$ cat config.mk
export PLATFORM = sky130hd
export DESIGN_NAME = mca_array
export DESIGN_NICKNAME = d
export VERILOG_FILES = /design/src/rtl/mca_pkg.sv /design/src/rtl/mca_channel.sv /design/src/rtl/mca_irq.sv /design/src/rtl/mca_array.sv
export SDC_FILE = /design/constraint.sdc
export NUM_CORES = 2
export LEC_CHECK = 0
export CAP_MARGIN = 20
export CORE_MARGIN = 10
export CORE_UTILIZATION = 60
export DETAILED_ROUTE_END_ITERATION = 10
export PLACE_DENSITY = 0.77
export SLEW_MARGIN = 20
export SYNTH_ARGS = -nofsm -noshare
export SYNTH_HDL_FRONTEND = slang
export SYNTH_SLANG_ARGS = --single-unit
$ cat constraint.sdc
create_clock -name clk -period 10.6 [get_ports clk]
set_clock_uncertainty 0.05 [all_clocks]
set_input_delay 2.12 -clock clk [delete_from_list [all_inputs] [get_ports clk]]
set_output_delay 2.12 -clock clk [all_outputs]
set_load 0.05 [all_outputs]
$ cat src/rtl/mca_pkg.sv
package mca_pkg;
   localparam int DW        = 32;
   localparam int NCH       = 8;
   localparam int NSRC      = 8;
   localparam int SEL_W     = $clog2(NSRC);
   localparam int AW        = 5;
   localparam int CTRL_FULL = 10;
   localparam int ST_OFS    = 4;

   // control bit positions
   localparam int CB_RST   = 3;
   localparam int CB_PER   = 6;
   localparam int CB_OWN   = 7;
   localparam int CB_FORCE = 8;
   localparam int CB_SNAP  = 9;

   typedef enum logic [1:0] {
      RG_MATCH = 2'b00,
      RG_COUNT = 2'b01,
      RG_CTRL  = 2'b10,
      RG_MISC  = 2'b11
   } region_e;

   localparam logic [2:0] MX_STATUS = 3'd0;
   localparam logic [2:0] MX_ENABLE = 3'd1;
   localparam logic [2:0] MX_SNAP   = 3'd2;

   function automatic int lead_of(input int k);
      if (k < 4)      return 0;
      else if (k < 6) return 4;
      else            return 6;
   endfunction

   function automatic int ctrl_w_of(input int k);
      return (k < 4) ? 8 : 10;
   endfunction
endpackage

$ cat src/rtl/mca_channel.sv
module mca_channel import mca_pkg::*; #(
   parameter int CNT_W   = 32,
   parameter int CTRL_W  = 8,
   parameter bit IS_LEAD = 1'b0
) (
   input  logic                 clk,
   input  logic                 rst_n,
   input  logic [NSRC-1:0]      tick_en,
   input  logic                 wr_match,
   input  logic                 wr_cnt,
   input  logic                 wr_ctrl,
   input  logic [DW-1:0]        wdata,
   input  logic [CNT_W-1:0]     lead_cnt,
   input  logic                 lead_adv,
   output logic [CNT_W-1:0]     cnt_o,
   output logic                 adv_o,
   output logic [CTRL_FULL-1:0] ctrl_o,
   output logic [CNT_W-1:0]     match_o,
   output logic [SEL_W-1:0]     sel_o,
   output logic                 hit_o
);
   localparam bit HAS_FORCE = CTRL_W > CB_FORCE;

   logic [CTRL_W-1:0] ctrl_q;
   logic [CNT_W-1:0]  cnt_q, match_q, src_cnt;
   logic [SEL_W-1:0]  sel_q, sel_nxt;
   logic              armed_q, src_adv, force_off;

   generate
      if (HAS_FORCE) begin : g_force
         assign force_off = wdata[CB_FORCE];
      end else begin : g_noforce
         assign force_off = 1'b0;
      end
   endgenerate

   assign sel_nxt = force_off ? '0 : wdata[SEL_W-1:0];
   assign adv_o   = (sel_q != '0) && tick_en[sel_q];
   assign src_cnt = ctrl_q[CB_OWN] ? cnt_q : lead_cnt;
   assign src_adv = ctrl_q[CB_OWN] ? adv_o : lead_adv;
   assign hit_o   = armed_q && src_adv && ((src_cnt + CNT_W'(1)) == match_q);

   always_ff @(posedge clk or negedge rst_n) begin
      if (!rst_n) begin
         ctrl_q  <= '0;
         sel_q   <= '0;
         cnt_q   <= '0;
         match_q <= '0;
         armed_q <= 1'b0;
      end else begin
         if (wr_ctrl) begin
            ctrl_q <= wdata[CTRL_W-1:0];
            if (wdata[CB_OWN] || IS_LEAD) sel_q <= sel_nxt;
         end
         if (wr_match) match_q <= wdata[CNT_W-1:0];
         if (wr_cnt)                        cnt_q <= wdata[CNT_W-1:0];
         else if (hit_o && ctrl_q[CB_RST])  cnt_q <= '0;
         else if (adv_o)                    cnt_q <= cnt_q + CNT_W'(1);
         if (wr_match || wr_ctrl)           armed_q <= 1'b1;
         else if (hit_o && !ctrl_q[CB_PER]) armed_q <= 1'b0;
      end
   end

   assign cnt_o   = cnt_q;
   assign match_o = match_q;
   assign sel_o   = sel_q;
   assign ctrl_o  = CTRL_FULL'(ctrl_q);
endmodule

$ cat src/rtl/mca_irq.sv
module mca_irq import mca_pkg::*; #(
   parameter int N = NCH
) (
   input  logic         clk,
   input  logic         rst_n,
   input  logic [N-1:0] hit,
   input  logic         wr_enable,
   input  logic         wr_status,
   input  logic [N-1:0] wbits,
   output logic [N-1:0] en_o,
   output logic [N-1:0] stat_o,
   output logic         irq
);
   logic [N-1:0] en_q, stat_q, clr;

   assign clr = wr_status ? wbits : '0;

   always_ff @(posedge clk or negedge rst_n) begin
      if (!rst_n) begin
         en_q   <= '0;
         stat_q <= '0;
      end else begin
         if (wr_enable) en_q <= wbits;
         stat_q <= (stat_q & ~clr) | (hit & en_q);
      end
   end

   assign en_o   = en_q;
   assign stat_o = stat_q;
   assign irq    = |stat_q;
endmodule

$ cat src/rtl/mca_array.sv
module mca_array import mca_pkg::*; #(
   parameter int CNT_W = 32
) (
   input  logic          clk,
   input  logic          rst_n,
   input  logic [7:0]    tick_en,
   input  logic          wr_en,
   input  logic [4:0]    wr_addr,
   input  logic [31:0]   wr_data,
   input  logic          rd_en,
   input  logic [4:0]    rd_addr,
   output logic [31:0]   rd_data,
   output logic          irq
);
   generate
      if (CNT_W < 8 || CNT_W > DW) begin : g_bad_cnt_w
         $error("mca_array: CNT_W must lie in 8..32");
      end
      if (NSRC != 8 || AW != 5) begin : g_bad_map
         $error("mca_array: port widths assume 8 sources and 5 address bits");
      end
   endgenerate

   region_e wr_rg, rd_rg;
   logic [2:0] wr_k, rd_k;
   assign wr_rg = region_e'(wr_addr[4:3]);
   assign rd_rg = region_e'(rd_addr[4:3]);
   assign wr_k  = wr_addr[2:0];
   assign rd_k  = rd_addr[2:0];

   logic [NCH-1:0] wr_m, wr_c, wr_t;
   logic           wr_stat, wr_enab;

   always_comb begin
      for (int k = 0; k < NCH; k++) begin
         wr_m[k] = wr_en && (wr_rg == RG_MATCH) && (wr_k == 3'(k));
         wr_c[k] = wr_en && (wr_rg == RG_COUNT) && (wr_k == 3'(k));
         wr_t[k] = wr_en && (wr_rg == RG_CTRL)  && (wr_k == 3'(k));
      end
   end
   assign wr_stat = wr_en && (wr_rg == RG_MISC) && (wr_k == MX_STATUS);
   assign wr_enab = wr_en && (wr_rg == RG_MISC) && (wr_k == MX_ENABLE);

   logic [NCH-1:0][CNT_W-1:0]     cnt_w, match_w;
   logic [NCH-1:0][CTRL_FULL-1:0] ctrl_w;
   logic [NCH-1:0][SEL_W-1:0]     sel_w;
   logic [NCH-1:0]                adv_w, hit_w;
   logic [NCH-1:0]                en_w, stat_w;

   generate
      for (genvar k = 0; k < NCH; k++) begin : g_ch
         localparam int LD = lead_of(k);
         mca_channel #(
            .CNT_W   (CNT_W),
            .CTRL_W  (ctrl_w_of(k)),
            .IS_LEAD (LD == k)
         ) u_ch (
            .clk      (clk),
            .rst_n    (rst_n),
            .tick_en  (tick_en),
            .wr_match (wr_m[k]),
            .wr_cnt   (wr_c[k]),
            .wr_ctrl  (wr_t[k]),
            .wdata    (wr_data),
            .lead_cnt (cnt_w[LD]),
            .lead_adv (adv_w[LD]),
            .cnt_o    (cnt_w[k]),
            .adv_o    (adv_w[k]),
            .ctrl_o   (ctrl_w[k]),
            .match_o  (match_w[k]),
            .sel_o    (sel_w[k]),
            .hit_o    (hit_w[k])
         );
      end
   endgenerate

   mca_irq #(.N(NCH)) u_irq (
      .clk       (clk),
      .rst_n     (rst_n),
      .hit       (hit_w),
      .wr_enable (wr_enab),
      .wr_status (wr_stat),
      .wbits     (wr_data[ST_OFS +: NCH]),
      .en_o      (en_w),
      .stat_o    (stat_w),
      .irq       (irq)
   );

   logic [DW-1:0] snap_q, rd_mux;
   logic          snap_take;

   assign snap_take = rd_en && (rd_rg == RG_COUNT) && (rd_k == 3'd5 || rd_k == 3'd7)
                      && ctrl_w[rd_k][CB_SNAP];

   always_comb begin
      rd_mux = '0;
      unique case (rd_rg)
         RG_MATCH: rd_mux = DW'(match_w[rd_k]);
         RG_COUNT: rd_mux = DW'(cnt_w[rd_k]);
         RG_CTRL:  rd_mux = DW'(ctrl_w[rd_k]);
         RG_MISC: begin
            if (rd_k == MX_STATUS)      rd_mux = DW'(stat_w) << ST_OFS;
            else if (rd_k == MX_ENABLE) rd_mux = DW'(en_w) << ST_OFS;
            else if (rd_k == MX_SNAP)   rd_mux = snap_q;
         end
         default: rd_mux = '0;
      endcase
   end

   always_ff @(posedge clk or negedge rst_n) begin
      if (!rst_n) begin
         snap_q  <= '0;
         rd_data <= '0;
      end else begin
         if (snap_take) snap_q <= DW'(cnt_w[rd_k - 3'd1]);
         if (rd_en)     rd_data <= rd_mux;
      end
   end
endmodule

# After elaboration in Yosys (flattened, before gate mapping)
# Index checks and enable logic that the tools add are counted.
dict set report classes {
  n_addsub 14
  magnitude_cmp 10
  n_eq_ne 25
  muxes 80
  n_bitwise 4
  n_reduce_logical 124
}
# operator n
set ops {}
lappend ops {{32-bit two-way mux} 35}
lappend ops {{32-bit by 1-bit adder with 32-bit output (second input constant)} 13}
lappend ops {{32-bit binary-select mux with 3-bit select} 3}
lappend ops {{32-bit == test} 8}
lappend ops {{32-bit one-hot mux with 4 select lines} 1}
lappend ops {{1-bit logical AND} 73}
lappend ops {{3-bit nonzero test} 16}
lappend ops {{3-bit by 4-bit < comparator with 1-bit output (second input constant)} 10}
lappend ops {{10-bit binary-select mux with 3-bit select} 1}
lappend ops {{1-bit two-way mux} 29}
lappend ops {{1-bit binary-select mux with 3-bit select} 8}
lappend ops {{3-bit == test (second input constant)} 6}
lappend ops {{8-bit bitwise AND} 2}
lappend ops {{2-bit nonzero test} 8}
lappend ops {{10-bit two-way mux} 1}
lappend ops {{2-bit AND reduction} 5}
lappend ops {{3-bit by 2-bit == test with 1-bit output (second input constant)} 3}
lappend ops {{1-bit logical OR} 9}
lappend ops {{2-bit == test (second input constant)} 4}
lappend ops {{1-bit zero test} 8}
lappend ops {{8-bit two-way mux} 1}
lappend ops {{8-bit inverter} 1}
lappend ops {{8-bit OR} 1}
lappend ops {{8-bit OR reduction} 1}
lappend ops {{6 further kinds} 10}
dict set report totals {
  reg_bits 696
  inputBits 54
  out_inout_bits 33
  wordCells 301
}

# Longest topological paths before layout
dict set report logic_depth {
  depth_word 9
  mapped_depth 17
  depth_no_buf 11
}

# Cells and area by module
# From an unflattened synthesis, not the netlist that was laid out.
dict set report hier_totals {
  hier_cells 5597
  hier_area_um2 55333.1
}
# module instances cells_each area_per_inst_um2 seq_area_each_um2
set by_module_without_submodules {}
lappend by_module_without_submodules {{mca_channel (g_ch[1].u_ch ...)} 3 603 5733.0 1901.8}
lappend by_module_without_submodules {mca_array 1 795 9474.1 1601.5}
lappend by_module_without_submodules {{mca_channel (g_ch[4].u_ch)} 1 583 5755.5 1951.9}
lappend by_module_without_submodules {{mca_channel (g_ch[7].u_ch)} 1 615 5657.9 1951.9}
lappend by_module_without_submodules {{mca_channel (g_ch[5].u_ch)} 1 587 5587.9 1951.9}
lappend by_module_without_submodules {{mca_channel (g_ch[6].u_ch)} 1 575 5555.3 1951.9}
lappend by_module_without_submodules {{mca_channel (g_ch[0].u_ch)} 1 588 5450.2 1826.8}
lappend by_module_without_submodules {mca_irq 1 45 653.1 400.4}

# Worst setup path before layout
# No wires, ideal clock.
dict set report synth_path {
  path_kind {input-to-reg}
  from {input port rd_addr[0]}
  to {register snap_q[2]}
  setup_time_ps 146
  arrival_ps 6130
  required_ps 10404
  setup_slack_ps 4274
  cell_stages 13
  path_buffers 8
  path_cell_list {clkbuf_1 -> buf_1 -> clkbuf_1 -> clkbuf_1 -> buf_1 -> inv_1 -> ha_1 -> clkbuf_1 -> clkbuf_1 -> clkbuf_1 -> mux4_2 -> mux2i_1 -> o21ai_0}
}
dict set report synth_via {
  elab_chain_len 4
  word_cells_on_any_way 10
  cone_classes {add/sub (1); eq/ne (2); mux (4); reduce/logical (3)}
}
# item line
set synth_lines {}
lappend synth_lines {{start, declared} mca_array.sv:11} ;# input logic [4:0] rd_addr,
lappend synth_lines {{branches (longest 4 deep; another with 3-bit by 1-bit subtractor with 3-bit output)} n/a}
lappend synth_lines {{end signal, assigned} mca_array.sv:115} ;# if (snap_take) snap_q <= DW'(cnt_w[rd_k - 3'd1]);
lappend synth_lines {{end, declared} mca_array.sv:89} ;# logic [DW-1:0] snap_q, rd_mux;
# Parallel ways; which one is timed is not known. The select of a mux whose other input is x is not followed.
# A chain may end at the register's enable or synchronous reset.

# Worst setup path after layout
dict set report layout_path {
  from {input port tick_en[6]}
  to {register g_ch[2].u_ch.cnt_q[22]}
}
dict set report layout_via {
  elab_chain_len 9
  word_cells_on_any_way 13
  cone_classes {mux (7); reduce/logical (6)}
}
# item line
set layout_lines {}
lappend layout_lines {{start, declared} mca_array.sv:6} ;# input logic [7:0] tick_en,
lappend layout_lines {{1-bit binary-select mux with 3-bit select} mca_channel.sv:38} ;# assign adv_o = (sel_q != '0) && tick_en[sel_q];
lappend layout_lines {{1-bit two-way mux (implied by the code)} mca_channel.sv:38}
lappend layout_lines {{1-bit logical AND} mca_channel.sv:38}
lappend layout_lines {{1-bit two-way mux} mca_channel.sv:40} ;# assign src_adv = ctrl_q[CB_OWN] ? adv_o : lead_adv;
lappend layout_lines {{1-bit logical AND (2 in series)} mca_channel.sv:41} ;# assign hit_o = armed_q && src_adv && ((src_cnt + CNT_W'(1)) == match_q);
lappend layout_lines {{1-bit logical AND} mca_channel.sv:57} ;# else if (hit_o && ctrl_q[CB_RST]) cnt_q <= '0;
lappend layout_lines {{32-bit two-way mux} mca_channel.sv:57}
lappend layout_lines {{32-bit two-way mux} mca_channel.sv:56} ;# if (wr_cnt) cnt_q <= wdata[CNT_W-1:0];
lappend layout_lines {{end signal, assigned} mca_channel.sv:56}
lappend layout_lines {{end signal, assigned} mca_channel.sv:58} ;# else if (adv_o) cnt_q <= cnt_q + CNT_W'(1);
lappend layout_lines {{end, declared} mca_channel.sv:25} ;# logic [CNT_W-1:0] cnt_q, match_q, src_cnt;
# Several ways; a longest one is shown, not always the timed one. The select of a mux whose other input is x is not followed.

==> impl_metrics.toml <==
[status]
outcome = "finished, final reports clean"

[sta]
worst_slew_pin_slew_ps = 1210
setup-tns-final_ps = 0
timing.fmax_mhz = 150
rsz0062_at_grt = "false"
max_slew_margin_pct = 18.4
setup_viol = 0
fin_crit_sh_pct = 63.1
maxSlewViolCount = 0
period_needed_ps = 6680
hold_viol = 0

[clocking]
clock_latency_ps = 670
postCtsResizedCells = 0
cts.sinks = 693
cts_tree = "built"
cts_root_buffer = "clkbuf_16"
clk_path_buf_depth = 3
post-cts-setup-buffers = 0
ctsHtreeMaxLevel = 3
cts.clk_slew.worst_paths_ps = 60
numCtsBuffers = 80
hold_buffers = 0

[floorplanning]
die_h_um = 314
dieArea_um2 = 98500
fp.coreArea_um2 = 85400
pin_count = 87
initial_core_util_pct = 60.6
rows = 107
die_x_um = 314

[route]
wire_per_inst_um = 29.3
drt_iter0_drc = 6939
firstDrtPassIters = 9
avgViaCountPerCell = 7.14
drc = 0
routed_wl_um = 189000
ant_nets = 0
num_vias = 45948

[flow_run]
maxCapViolations = 0

[power]
p_leak_nw = 22.1
ir_worst_vdd_mv = 0.184
cellPowerDensity_nw_per_um2 = 209

[global_routing]
track_usage_pct = 37.3
grt_max_degree = 168
gr-usage-met1_pct = 50.9
grt_use_met2_pct = 54.5
grt.busiest_layer = "met2"
met3_usage_pct = 10.3
antenna_found_initial = 2
grt-ovfl-total = 0
grt_pass1_vias = 42870
grt_pass1_wl_um = 281000

[worst_setup_path]
critPathMaxFanout = 32
crit_type = "in -> reg"
end_kind = "flop"
r2r-end = "g_ch[2].u_ch.cnt_o[22]"
arrival_ps = 7110
startpoint_type = "primary input"
r2r-start = "g_ch[2].u_ch.ctrl_q[7]"
reg2reg_slack_ps = 4050
r2r_cells = 10
worstPathRequired_ps = 11030

[placement]
portBuffers = 85
place_congestion = 1.02
dp.final_hpwl_um = 138000

[hold_path]
worstHoldStart = "g_ch[2].u_ch.ctrl_q[2]"
hold_path_end = "g_ch[2].u_ch.ctrl_q[2]"
min_path_type = "reg -> reg"
min_path_cells = 2

[synth]
ys_types = 92
syn_inst = 5516
yosys.area.top_type = "dfrtp_1"
ys_ff_latch = 693
synth_edf_count = 0
synth_ff_type = "dfrtp_1"
syn_area_um2 = 51800
synth_area_leaders = "dfrtp_1 33%, mux4_2 9.4%, mux2_2 7.8%, mux2i_1 5.6%, xnor2_1 5.5%"
async_flop_share_pct = 100
yosysTopAreaCellShare_pct = 33.5
yosysMostFrequentCell = "dfrtp_1"
ys_warn_count = 0
ys_seq_area_share_pct = 33.5
synth_fp_nets = 5588
synth_commonest_cells = "693 x dfrtp_1, 490 x nand2_1, 425 x clkbuf_1"
avgSynthCellArea_um2 = 9.39

[finish]
fin_nets = 5301
layout-drive-gt1-share_pct = 17.3
post-route-util_pct = 65.2
synthToLayoutAreaGrowth_pct = 7.50
antenna_cells = 0
==> layout by cell type (no fill, tap or decap), types with 216 or more instances in the layout <==
cell     instances
nor2_1         339
nand2_1        487
mux4_2         216
o21ai_0        259
a21oi_1        301
mux2i_1        292
nand3_1        250
dfrtp_1        688
xnor2_1        324
mux2_2         360
==> metal layers <==
layer	vias up	wire, um
met1	22624	73800
met2	3122	81000
li1	19634	-
met3	564	23000
met4	4	10800
met5	-	110
==> registers in the layout (all words and copies together) (netlist names), 23 cells and up <==
signal / count
g_ch.u_ch.cnt_o: 256
g_ch.u_ch.ctrl_o: 40
g_ch.u_ch.ctrl_q: 30
g_ch.u_ch.match_o: 256
g_ch.u_ch.sel_o: 23
rd_data: 32
snap_q: 32
==> power breakdown <==
group	total [W]	internal, W	switching [W]
clock	0.00306	0.00182	0.00124
sequential	0.00414	0.00313	0.00100
combinational	0.00443	0.00191	0.00252
total	0.0116	0.00686	0.00477
==> worst max-delay path by stage <==
stage	end	cells after the start	startpoint	slack, ps
after CTS	g_ch[2].u_ch.cnt_o[2]	11	tick_en[6]	4240
after floorplan	snap_q[2]	13	rd_addr[0]	4270
after detailed placement	g_ch[2].u_ch.cnt_o[20]	11	tick_en[6]	3560
after global placement	g_ch[2].u_ch.cnt_o[25]	11	tick_en[6]	3650
after global routing	g_ch[2].u_ch.cnt_o[2]	10	g_ch[2].u_ch.ctrl_q[7]	3890
final	g_ch[2].u_ch.cnt_o[22]	11	tick_en[6]	3920
==> cell families (layout without fill, tap and decap cells) <==
logic type	count (synthesis)	count (layout)	share of synthesized area, %
and+or+nand+nor	1860	1860	18.4
buffers and inverters	597	375	4.49
xor gates and xnor gates	503	503	8.53
DFF	693	693	33.5
muxes	868	868	22.9
adders and majority gates	19	19	0.454
AOI/OAI and AO/OA	976	976	11.8
==> per-stage QoR <==
step	cells	total power, W	hold WS [ps]	instance area (um^2)	setup WS (ps)
detailed placement	6291	0.00838	408	52800	3560
floorplan	5516	0.00697	390	51800	4270
CTS	6438	0.0114	423	55700	4240
global route	6438	0.0121	447	55700	3890
finish	6438	0.0116	424	55700	3920
global placement	6291	0.00826	405	52800	3650
==> area by class of cell <==
class | count | area (um^2)
Multi-Input combinational cell | 4226 | 32300
Clock inverter | 35 | 490
Fill cell | 6981 | 29700
Clock buffer | 112 | 2350
Timing Repair Buffer | 174 | 1560
Inverter | 54 | 203
Tap cell | 1144 | 1430
Sequential cell | 693 | 17400
==> critical path, stage by stage <==
cell             delay, ps
clkdlybuf4s50_1        770
mux2i_1                140
a211o_1                370
o31ai_4                 70
buf_4                  370
a21oi_1                110
nor4_1                 660
nand4_1                190
nor4_2                1070
a21o_1                 930
o21ai_0                240
No activity file was read; power rests on OpenSTA's default activity.
